$ cat config.mk
export PLATFORM = sky130hd
export DESIGN_NAME = pci_irq_router
export DESIGN_NICKNAME = d
export VERILOG_FILES = /design/src/rtl/pci_irq_router_pkg.sv /design/src/rtl/pci_irq_slot_map.sv /design/src/rtl/pci_irq_trigger.sv /design/src/rtl/pci_irq_router.sv
export SDC_FILE = /design/constraint.sdc
export NUM_CORES = 1
export LEC_CHECK = 0
export ABC_AREA = 0
export CORE_MARGIN = 2
export CORE_UTILIZATION = 35
export CTS_CLUSTER_SIZE = 25
export DETAILED_ROUTE_END_ITERATION = 12
export GPL_TIMING_DRIVEN = 0
export PLACE_DENSITY_LB_ADDON = 0.3
export SKIP_LAST_GASP = 1
export SLEW_MARGIN = 40
export SYNTH_ARGS = -nofsm -noshare
export SYNTH_HDL_FRONTEND = slang
export SYNTH_HIERARCHICAL = 1
export SYNTH_SLANG_ARGS = --single-unit
$ cat constraint.sdc
create_clock -name clk -period 1.1 [get_ports clk]
set_clock_uncertainty 0.2 [all_clocks]
set_input_delay 0.11 -clock clk [delete_from_list [all_inputs] [get_ports clk]]
set_output_delay 0.11 -clock clk [all_outputs]
set_load 0.1 [all_outputs]
$ cat src/rtl/pci_irq_router_pkg.sv
package pci_irq_router_pkg;

  // Which row of the slot table an event falls into.
  typedef enum logic [2:0] {
    SC_SOUTH  = 3'd0,  // pin-indexed group of four
    SC_VIDEO  = 3'd1,  // single fixed number
    SC_NET    = 3'd2,  // single fixed number
    SC_EXPAND = 3'd3,  // rotating expansion slots
    SC_OTHER  = 3'd4   // untranslated
  } slot_class_e;

endpackage

$ cat src/rtl/pci_irq_slot_map.sv
module pci_irq_slot_map
  import pci_irq_router_pkg::*;
#(
  parameter int DEVFN_W    = 8,
  parameter int PIN_W      = 2,
  parameter int NUM_W      = 8,
  parameter int CFG_W      = 32,
  parameter int IRQ_BASE   = 32,
  parameter int SLOT_LSB   = 3,
  parameter int SOUTH_SLOT = 5,
  parameter int VIDEO_SLOT = 6,
  parameter int NET_SLOT   = 7,
  parameter int EXP_FIRST  = 8,
  parameter int EXP_LAST   = 12,
  parameter int VIDEO_OFS  = 4,
  parameter int NET_OFS    = 5,
  parameter int EXP_OFS    = 6,
  localparam int SLOT_W    = DEVFN_W - SLOT_LSB,
  localparam int IDX_W     = $clog2(CFG_W)
) (
  input  logic [DEVFN_W-1:0] devfn,
  input  logic [PIN_W-1:0]   pin,
  output logic [NUM_W-1:0]   num,
  output logic               idx_ok,
  output logic [IDX_W-1:0]   idx
);

  logic [SLOT_W-1:0] slot;
  slot_class_e       cls;
  logic [NUM_W-1:0]  rel;

  assign slot = devfn[DEVFN_W-1:SLOT_LSB];

  always_comb begin
    if (slot == SLOT_W'(SOUTH_SLOT))      cls = SC_SOUTH;
    else if (slot == SLOT_W'(VIDEO_SLOT)) cls = SC_VIDEO;
    else if (slot == SLOT_W'(NET_SLOT))   cls = SC_NET;
    else if (slot >= SLOT_W'(EXP_FIRST) && slot <= SLOT_W'(EXP_LAST))
                                          cls = SC_EXPAND;
    else                                  cls = SC_OTHER;
  end

  always_comb begin
    unique case (cls)
      SC_SOUTH:  num = NUM_W'(IRQ_BASE) + NUM_W'(pin[1:0]);
      SC_VIDEO:  num = NUM_W'(IRQ_BASE + VIDEO_OFS);
      SC_NET:    num = NUM_W'(IRQ_BASE + NET_OFS);
      SC_EXPAND: num = NUM_W'(slot) - NUM_W'(EXP_FIRST) + NUM_W'(pin)
                       + NUM_W'(EXP_OFS + IRQ_BASE);
      default:   num = NUM_W'(pin);
    endcase
  end

  assign rel    = num - NUM_W'(IRQ_BASE);
  assign idx_ok = (num >= NUM_W'(IRQ_BASE)) && (rel < NUM_W'(CFG_W));
  assign idx    = rel[IDX_W-1:0];

endmodule

$ cat src/rtl/pci_irq_trigger.sv
module pci_irq_trigger #(
  parameter int CFG_W = 32,
  localparam int IDX_W = $clog2(CFG_W)
) (
  input  logic             clk,
  input  logic             rst_n,
  input  logic             fire,
  input  logic             idx_ok,
  input  logic [IDX_W-1:0] idx,
  input  logic [CFG_W-1:0] edge_cfg,
  input  logic [CFG_W-1:0] pol_cfg,
  output logic             cpu_irq
);

  logic [CFG_W-1:0] hit;
  logic             edge_sel;
  logic             pol_sel;
  logic             take;
  logic             pulse_q;

  // One-hot decode of the internal index, one lane per config bit.
  for (genvar g = 0; g < CFG_W; g++) begin : g_lane
    assign hit[g] = idx_ok && (idx == IDX_W'(g));
  end

  assign edge_sel = |(hit & edge_cfg);
  assign pol_sel  = |(hit & pol_cfg);
  assign take     = fire && idx_ok;

  always_ff @(posedge clk or negedge rst_n) begin
    if (!rst_n) begin
      cpu_irq <= 1'b0;
      pulse_q <= 1'b0;
    end else if (take) begin
      cpu_irq <= edge_sel | pol_sel;
      pulse_q <= edge_sel;
    end else if (pulse_q) begin
      cpu_irq <= 1'b0;
      pulse_q <= 1'b0;
    end
  end

endmodule

$ cat src/rtl/pci_irq_router.sv
module pci_irq_router #(
  parameter int DEVFN_W  = 8,
  parameter int PIN_W    = 2,
  parameter int NUM_W    = 8,
  parameter int CFG_W    = 32,
  parameter int IRQ_BASE = 32,
  parameter int SLOT_LSB = 3,
  localparam int IDX_W   = $clog2(CFG_W)
) (
  input  logic               clk,
  input  logic               rst_n,
  input  logic               evt_valid,
  output logic               evt_ready,
  input  logic [DEVFN_W-1:0] evt_devfn,
  input  logic [PIN_W-1:0]   evt_pin,
  input  logic [CFG_W-1:0]   edge_cfg,
  input  logic [CFG_W-1:0]   pol_cfg,
  output logic               map_vld,
  output logic [NUM_W-1:0]   map_num,
  output logic               cpu_irq
);

  logic [NUM_W-1:0] num_c;
  logic             idx_ok_c;
  logic [IDX_W-1:0] idx_c;
  logic             fire;

  assign evt_ready = 1'b1;
  assign fire      = evt_valid && evt_ready;

  pci_irq_slot_map #(
    .DEVFN_W (DEVFN_W),
    .PIN_W   (PIN_W),
    .NUM_W   (NUM_W),
    .CFG_W   (CFG_W),
    .IRQ_BASE(IRQ_BASE),
    .SLOT_LSB(SLOT_LSB)
  ) u_map (
    .devfn (evt_devfn),
    .pin   (evt_pin),
    .num   (num_c),
    .idx_ok(idx_ok_c),
    .idx   (idx_c)
  );

  pci_irq_trigger #(
    .CFG_W(CFG_W)
  ) u_trig (
    .clk     (clk),
    .rst_n   (rst_n),
    .fire    (fire),
    .idx_ok  (idx_ok_c),
    .idx     (idx_c),
    .edge_cfg(edge_cfg),
    .pol_cfg (pol_cfg),
    .cpu_irq (cpu_irq)
  );

  always_ff @(posedge clk or negedge rst_n) begin
    if (!rst_n) begin
      map_vld <= 1'b0;
      map_num <= '0;
    end else begin
      map_vld <= fire;
      if (fire) map_num <= num_c;
    end
  end

endmodule

==> summary.txt, run 1 <==
STA
  • Setup TNS: -8.30 ns
  • Final period utilization: 257%
  • Fmax: 353 MHz
  • Max-slew violation count: 0
  • Final setup vio count: 19
  • RSZ-0062 raised after global routing: yes
  • Tmin final: 2.83 ns
  • Worst hold slack: -0.00694 ns
  • Final hold violation count: 11
  • Worst setup margin: -1.73 ns

Critical path
  • Startpoint Class: input pin
  • Crit path kind: input pin to flop
  • Req. time, crit path: 1.00 ns
  • R2R Setup Slk: -0.05 ns
  • CP Capture Type: flop
  • Crit path largest cell delay: 0.44 ns
  • Critical Path Fanout Max: 7
  • R2r startpoint: map_num[0]$_DFFE_PN0P_
  • CP startpoint: evt_pin[1]
  • CP Data Arrival Time: 2.73 ns
  • Critical-path top delay cell: fa_2
  • Cell Chain, Critical Path: buf_8 -> inv_12 -> ha_4 -> inv_2 -> ha_4 -> inv_2 -> fa_2 -> o21a_1 -> nor2_4 -> buf_6 -> mux2i_1 -> nor3_2 -> a41oi_2 -> o22ai_2 -> nor4_4 -> a41oi_2

CTS
  • Level count of the clock H-tree: 1
  • Clock buffer depth: 2
  • Hold_buf cts: 0
  • Root Buffer: clkbuf_8
  • CTS buffer count: 3
  • Worst skew pair latency: 0.24 ns
  • Sinks on Clock Net: 11
  • Clock Pin Slew Worst Setup and Hold Paths: 0.05 ns
  • Clock tree from TritonCTS: done

Drt
  • Via count: 1980
  • DR iter-0 viols: 170
  • Antenna viol nets, final: 0
  • DR vias/cell: 5.29
  • Total wire length: 5980 um
  • Routed len/inst: 16.0 um
  • Residual DRC: 0
  • First drt pass iteration count: 4

Yosys
  • Most common library cells after synthesis: inv_1 (13), nand2_1 (12), dfrtp_1 (11), mux2i_1 (11), nor2_1 (10)
  • Synth Warn #: 6
  • Syn Area/Cell: 8.50 sq um
  • Yosys reg bits: 11
  • Most common cell in the netlist: inv_1
  • Ranking of synthesized cells by area: dfrtp_1 (16%), mux2_4 (7.0%), ha_1 (6.6%)
  • Syn Inst Count: 202
  • Sequential area share after synthesis: 16.0%
  • Async SR Flop Fraction: 100%
  • Unique cell type count in the Yosys netlist: 58
  • Post-Synthesis Cell Area: 0.00172 sq mm
  • Ys flop type: dfrtp_1
  • EDFF count, synth: 0
  • Share of the synthesized area in the top cell type: 16.0%
  • Area leader, netlist: dfrtp_1
  • Mapped Nets: 289

Placement
  • Placed wire-length estimate: 4490 um
  • Post-place setup slack: -2.66 ns
  • GP Congestion: 0.884
  • Port Buffer Count: 83

Global route
  • GR Util All Layers: 21.3%
  • Grt ovf: 0
  • Initial antenna violation count: 0
  • Vias in the first global route: 1931
  • Largest net degree at the start of global routing: 12
  • First-pass GRT wire length: 9160 um

Floorplanning
  • I/O Pins: 88
  • Area of the core: 0.00472 sq mm
  • Die area: 0.00548 sq mm
  • Initial Util: 36.4%
  • Die height: 74.1 um
  • Die width: 74.1 um
  • Rows: 25

Layout
  • Finished Core Util: 67.7%
  • Share of layout cells above drive strength 1: 41.4%
  • NumNets Final: 395
  • Number of diodes: 0
  • Layout Area Growth over Synthesis: 86.1%

Power and ir drop
  • Leak: 1.27 nW
  • PwrDens: 900 mW/mm^2
  • Max rail drop VDD: 0.785 mV
  • Post-route total power: 0.00288 W

Run status
  • Violated checks: negative hold slack, negative setup slack
  • Status: finished with violations

Flow run
  • MaxCap Viol Count: 0

Min path
  • Hold Path Class: input pin to asynchronous set/reset pin
## layout make-up
cell class / instances / area (sq um)
buffer: 15 / 130
clock buffer: 4 / 45.0
fill: 387 / 1530
inverter: 14 / 71.3
multi-input combinational: 159 / 1470
sequential: 11 / 289
tap: 67 / 83.8
timing repair buffer: 104 / 1100
## routing by layer
layer	global-route usage (%)	wire length [um]	vias to the layer above
met3	4.34	477	9
met5	0	0	-
met4	5.86	69	0
li1	-	-	955
met1	27.8	2550	940
met2	35.6	2880	76
## logic make-up after synthesis
group / share of synthesized area [%]
AO/OA/AOI/OAI: 25.3
adder cells (fa/ha/maj): 7.72
flip-flops: 16.0
other: 0.437
multiplexers: 14.1
AND/OR/NAND/NOR: 24.5
XOR/XNOR: 0.510
buffers and inverters: 11.4
## through the flow
stage / instance area (sq um) / cells
6_report: 3200 / 374
5_1_grt: 3200 / 374
4_1_cts: 3090 / 367
3_5_place_dp: 2780 / 352
3_3_place_gp: 2830 / 352
2_1_floorplan: 1910 / 202
## worst max-delay path, delay by kind of cell
family,cells,cell delay (ns)
buffers and inverters,5,0.40
multiplexers,1,0.25
AO/OA/AOI/OAI,4,0.67
adder cells (fa/ha/maj),3,0.80
AND/OR/NAND/NOR,3,0.50
## flip-flops by register name, summed over array words and instances (netlist names)
register,flops
u_trig/cpu_irq,1
map_num,8
map_vld,1
u_trig/pulse_q,1
## worst paths after layout
kind	endpoint	depth (start not counted)
min	u_trig/pulse_q$_DFF_PN0_	1
min in group clk	map_vld$_DFF_PN0_	1
max reg2reg	map_num[0]$_DFFE_PN0P_	2
max	u_trig/cpu_irq$_DFFE_PN0P_	16
min reg2reg	map_num[2]$_DFFE_PN0P_	1
max in group asynchronous	map_num[7]$_DFFE_PN0P_	1
## cells in the final DEF, fill, tap and decap left out, types with 6 or more instances in the layout
cell              n
mux2i_1          10
ha_4              7
nand3_1           7
mux2_4            8
a22o_1            6
clkdlybuf4s50_1  65
inv_1             6
buf_6             9
dfrtp_2           8
nor2_1            7
buf_4            27
o21ai_1           6
nand2_1          10
buf_12           11
## repair_timing
action,CTS,global route
buffers inserted,12,9
pin swaps,17,7
hold endpoints to repair,0,0
endpoints found under the setup margin,20,19
resized for setup,93,12
## power by group
| part | switching (W) | internal (W) | leakage [nW] |
|---|---|---|---|
| clock | 0.000151 | 0.000254 | 0.0228 |
| sequential | 0.0000598 | 0.000468 | 0.128 |
| combinational | 0.00102 | 0.000926 | 1.12 |
Power figures use the tool's default switching activity.
==> inputs of run 2 (changes only) <==
Settings changed: SETUP_SLACK_MARGIN from default to 0.2.
==> run 2 against run 1 <==
  * The run still ends with negative hold slack, negative setup slack left
  * Total power grew 2.7%
  * Register-to-register slack worse by 0.05 ns
  * Sequential power rose by 4.7%
==> summary.txt, run 2 (synthesis gave the netlist of run 1 again) <==
Critical path
  • R2r startpoint: map_num[5]$_DFFE_PN0P_
  • Req. time, crit path: 1.01 ns (about the same)
  • Crit Reg-Reg Endpoint: map_num[5]$_DFFE_PN0P_
  • CP Capture Type: flop
  • Critical Path Fanout Max: 8 (+1)
  • CP Data Arrival Time: 2.70 ns (-0.03 ns)
  • Startpoint Class: input pin
  • R2R Setup Slk: -0.10 ns (-0.05 ns)
  • R2R depth: 2 (unchanged)
  • Crit path kind: input pin to flop

Placement
  • Port Buffer Count: 83 (unchanged)
  • Post-place setup slack: -2.71 ns (-0.0432 ns)
  • Placed wire-length estimate: 4450 um (-0.72%)
  • Post-DP Area: 0.00280 sq mm (+0.86%)
  • GP Congestion: 0.893 (+1.0%)

Layout
  • Number of diodes: 0 (unchanged)
  • Largest Register: map_num
  • Most frequent cells in the layout: clkdlybuf4s50_1 (64), buf_4 (26), buf_12 (12)
  • Layout Area Growth over Synthesis: 88.6%
  • Leading cell type in the layout, fill and taps excluded: clkdlybuf4s50_1
  • Finished Core Util: 68.6% (+0.90 points)
  • Max reg flops: 8 (unchanged)
  • Fin area: 0.00324 sq mm (+1.3%)
  • Share of layout cells above drive strength 1: 43.2% (+1.8 points)
  • NumNets Final: 396 (+0.25%)

Min path
  • Hold Path Class: input pin to asynchronous set/reset pin

Global route
  • First-pass GRT wire length: 9400 um (+2.6%)
  • GR Util All Layers: 22.1% (+0.80 points)
  • Largest net degree at the start of global routing: 12 (unchanged)
  • Vias in the first global route: 1895 (-1.9%)
  • Grt ovf: 0 (unchanged)
  • Initial antenna violation count: 0 (unchanged)

STA
  • Slew at the pin with the worst max-slew slack: 0.510 ns
  • Final period utilization: 253% (-4.0 points)
  • Max-slew violation count: 0 (unchanged)
  • Setup TNS: -9.43 ns (-1.14 ns)
  • Final setup vio count: 19 (unchanged)
  • Final hold violation count: 11 (unchanged)
  • Tmin final: 2.79 ns (-0.0439 ns)
  • Fmax: 359 MHz (+1.6%)
  • RSZ-0062 raised after global routing: yes
  • Worst hold slack: -0.381 ns (-0.374 ns)
  • Slew headroom: 66.0%
  • Worst setup margin: -1.69 ns (+0.0439 ns)

Drt
  • Antenna viol nets, final: 0 (unchanged)
  • DR vias/cell: 5.20 (-1.8%)
  • Total wire length: 6080 um (+1.7%)
  • Routed len/inst: 16.2 um (+1.4%)
  • First drt pass iteration count: 4 (unchanged)
  • Via count: 1949 (-1.6%)
  • Residual DRC: 0 (unchanged)
  • DR iter-0 viols: 136 (-20%)

Power and ir drop
  • PwrDens: 912 mW/mm^2 (+1.4%)
  • Flop pwr share: 18.7% (+0.4 points)
  • Clk network pwr share: 13.6% (-0.5 points)
  • Comb power frac: 67.6% (about the same)
  • NetSw: 0.00125 W (+1.8%)
  • Max rail drop VDD: 0.814 mV (+3.7%)
  • Leak: 1.30 nW (+2.5%)
  • Sw Share: 42.3% (-0.38 points)
  • Int Power: 0.00170 W (+3.4%)

Floorplanning
  • Initial Util: 36.4% (unchanged)
  • Die height: 74.1 um (unchanged)
  • I/O Pins: 88 (unchanged)
  • Die area: 0.00548 sq mm (unchanged)
  • Rows: 25 (unchanged)
  • Die width: 74.1 um (unchanged)
  • Area of the core: 0.00472 sq mm (unchanged)

CTS
  • Clock tree from TritonCTS: done
  • CTS buffer count: 3 (unchanged)
  • Root Buffer: clkbuf_8
  • Sinks on Clock Net: 11 (unchanged)
  • Clock buffer depth: 2 (unchanged)
  • Hold_buf cts: 0 (unchanged)
  • Clock Pin Slew Worst Setup and Hold Paths: 0.05 ns (about the same)
  • Worst skew pair latency: 0.24 ns (about the same)
  • Level count of the clock H-tree: 1 (unchanged)

Run status
  • Violated checks: negative hold slack, negative setup slack
  • Status: finished with violations

Flow run
  • MaxCap Viol Count: 0 (unchanged)
-- run 2: timing repair --
action	in CTS	in global routing
endpoints found under the setup margin	20	30
endpoints found under the hold margin	0	11
cloned	0	0
gates resized for setup	90	17
pin swaps	13	17
buffers inserted	12	7
-- run 2: worst max-delay path: stages --
cell and delay [ns]:
buf_8 0.09, inv_12 0.03, ha_4 0.26, inv_4 0.03
ha_4 0.16, inv_2 0.06, fa_2 0.41, o21a_1 0.20
nor2_4 0.23, buf_6 0.16, mux2i_1 0.21, nor3_1 0.08
a41oi_1 0.19, o22ai_2 0.14, nor4_4 0.18, a41oi_2 0.14
-- run 2: power by group through the flow --
stage / logic, W / clock network [W] / registers (W)
floorplan: 0.000757 / 0 / 0.000906
global placement: 0.00169 / 0 / 0.000530
detailed placement: 0.00165 / 0 / 0.000528
CTS: 0.00191 / 0.000403 / 0.000555
global route: 0.00211 / 0.000432 / 0.000561
finish: 0.00200 / 0.000403 / 0.000553
-- run 2: per-layer routing --
| layer | global-route usage (%) | vias to the layer above | routed length (um) |
|---|---|---|---|
| li1 | - | 959 | - |
| met1 | 29.4 | 916 | 2680 |
| met2 | 37.4 | 70 | 2980 |
| met3 | 3.93 | 4 | 376 |
| met4 | 4.85 | 0 | 37 |
| met5 | 0 | - | 0 |
-- run 2: how the worst max path moves through the flow --
stage	from	end	slack (ns)	depth (start not counted)
floorplan	evt_pin[1]	u_trig/cpu_irq$_DFFE_PN0P_	-1.68	15
global placement	evt_devfn[4]	u_trig/cpu_irq$_DFFE_PN0P_	-2.74	15
finish	evt_pin[1]	u_trig/cpu_irq$_DFFE_PN0P_	-1.69	16
global route	evt_pin[1]	u_trig/cpu_irq$_DFFE_PN0P_	-1.81	17
CTS	evt_pin[1]	u_trig/cpu_irq$_DFFE_PN0P_	-1.73	16
detailed placement	evt_devfn[4]	u_trig/cpu_irq$_DFFE_PN0P_	-2.71	15
-- run 2: per-stage QoR --
stage	cells	total power [W]
final	375	0.00295
after global routing	375	0.00310
after floorplan	202	0.00166
after detailed placement	352	0.00218
after CTS	368	0.00286
after global placement	352	0.00222
-- run 2: final cells by class --
cell class                 count  area, sq um
fill                         371         1480
multi-input combinational    159         1470
timing repair buffer         102         1090
sequential                    11          313
buffer                        18          165
tap                           67         83.8
inverter                      14         73.8
clock buffer                   3         41.3
clock inverter                 1         5.00
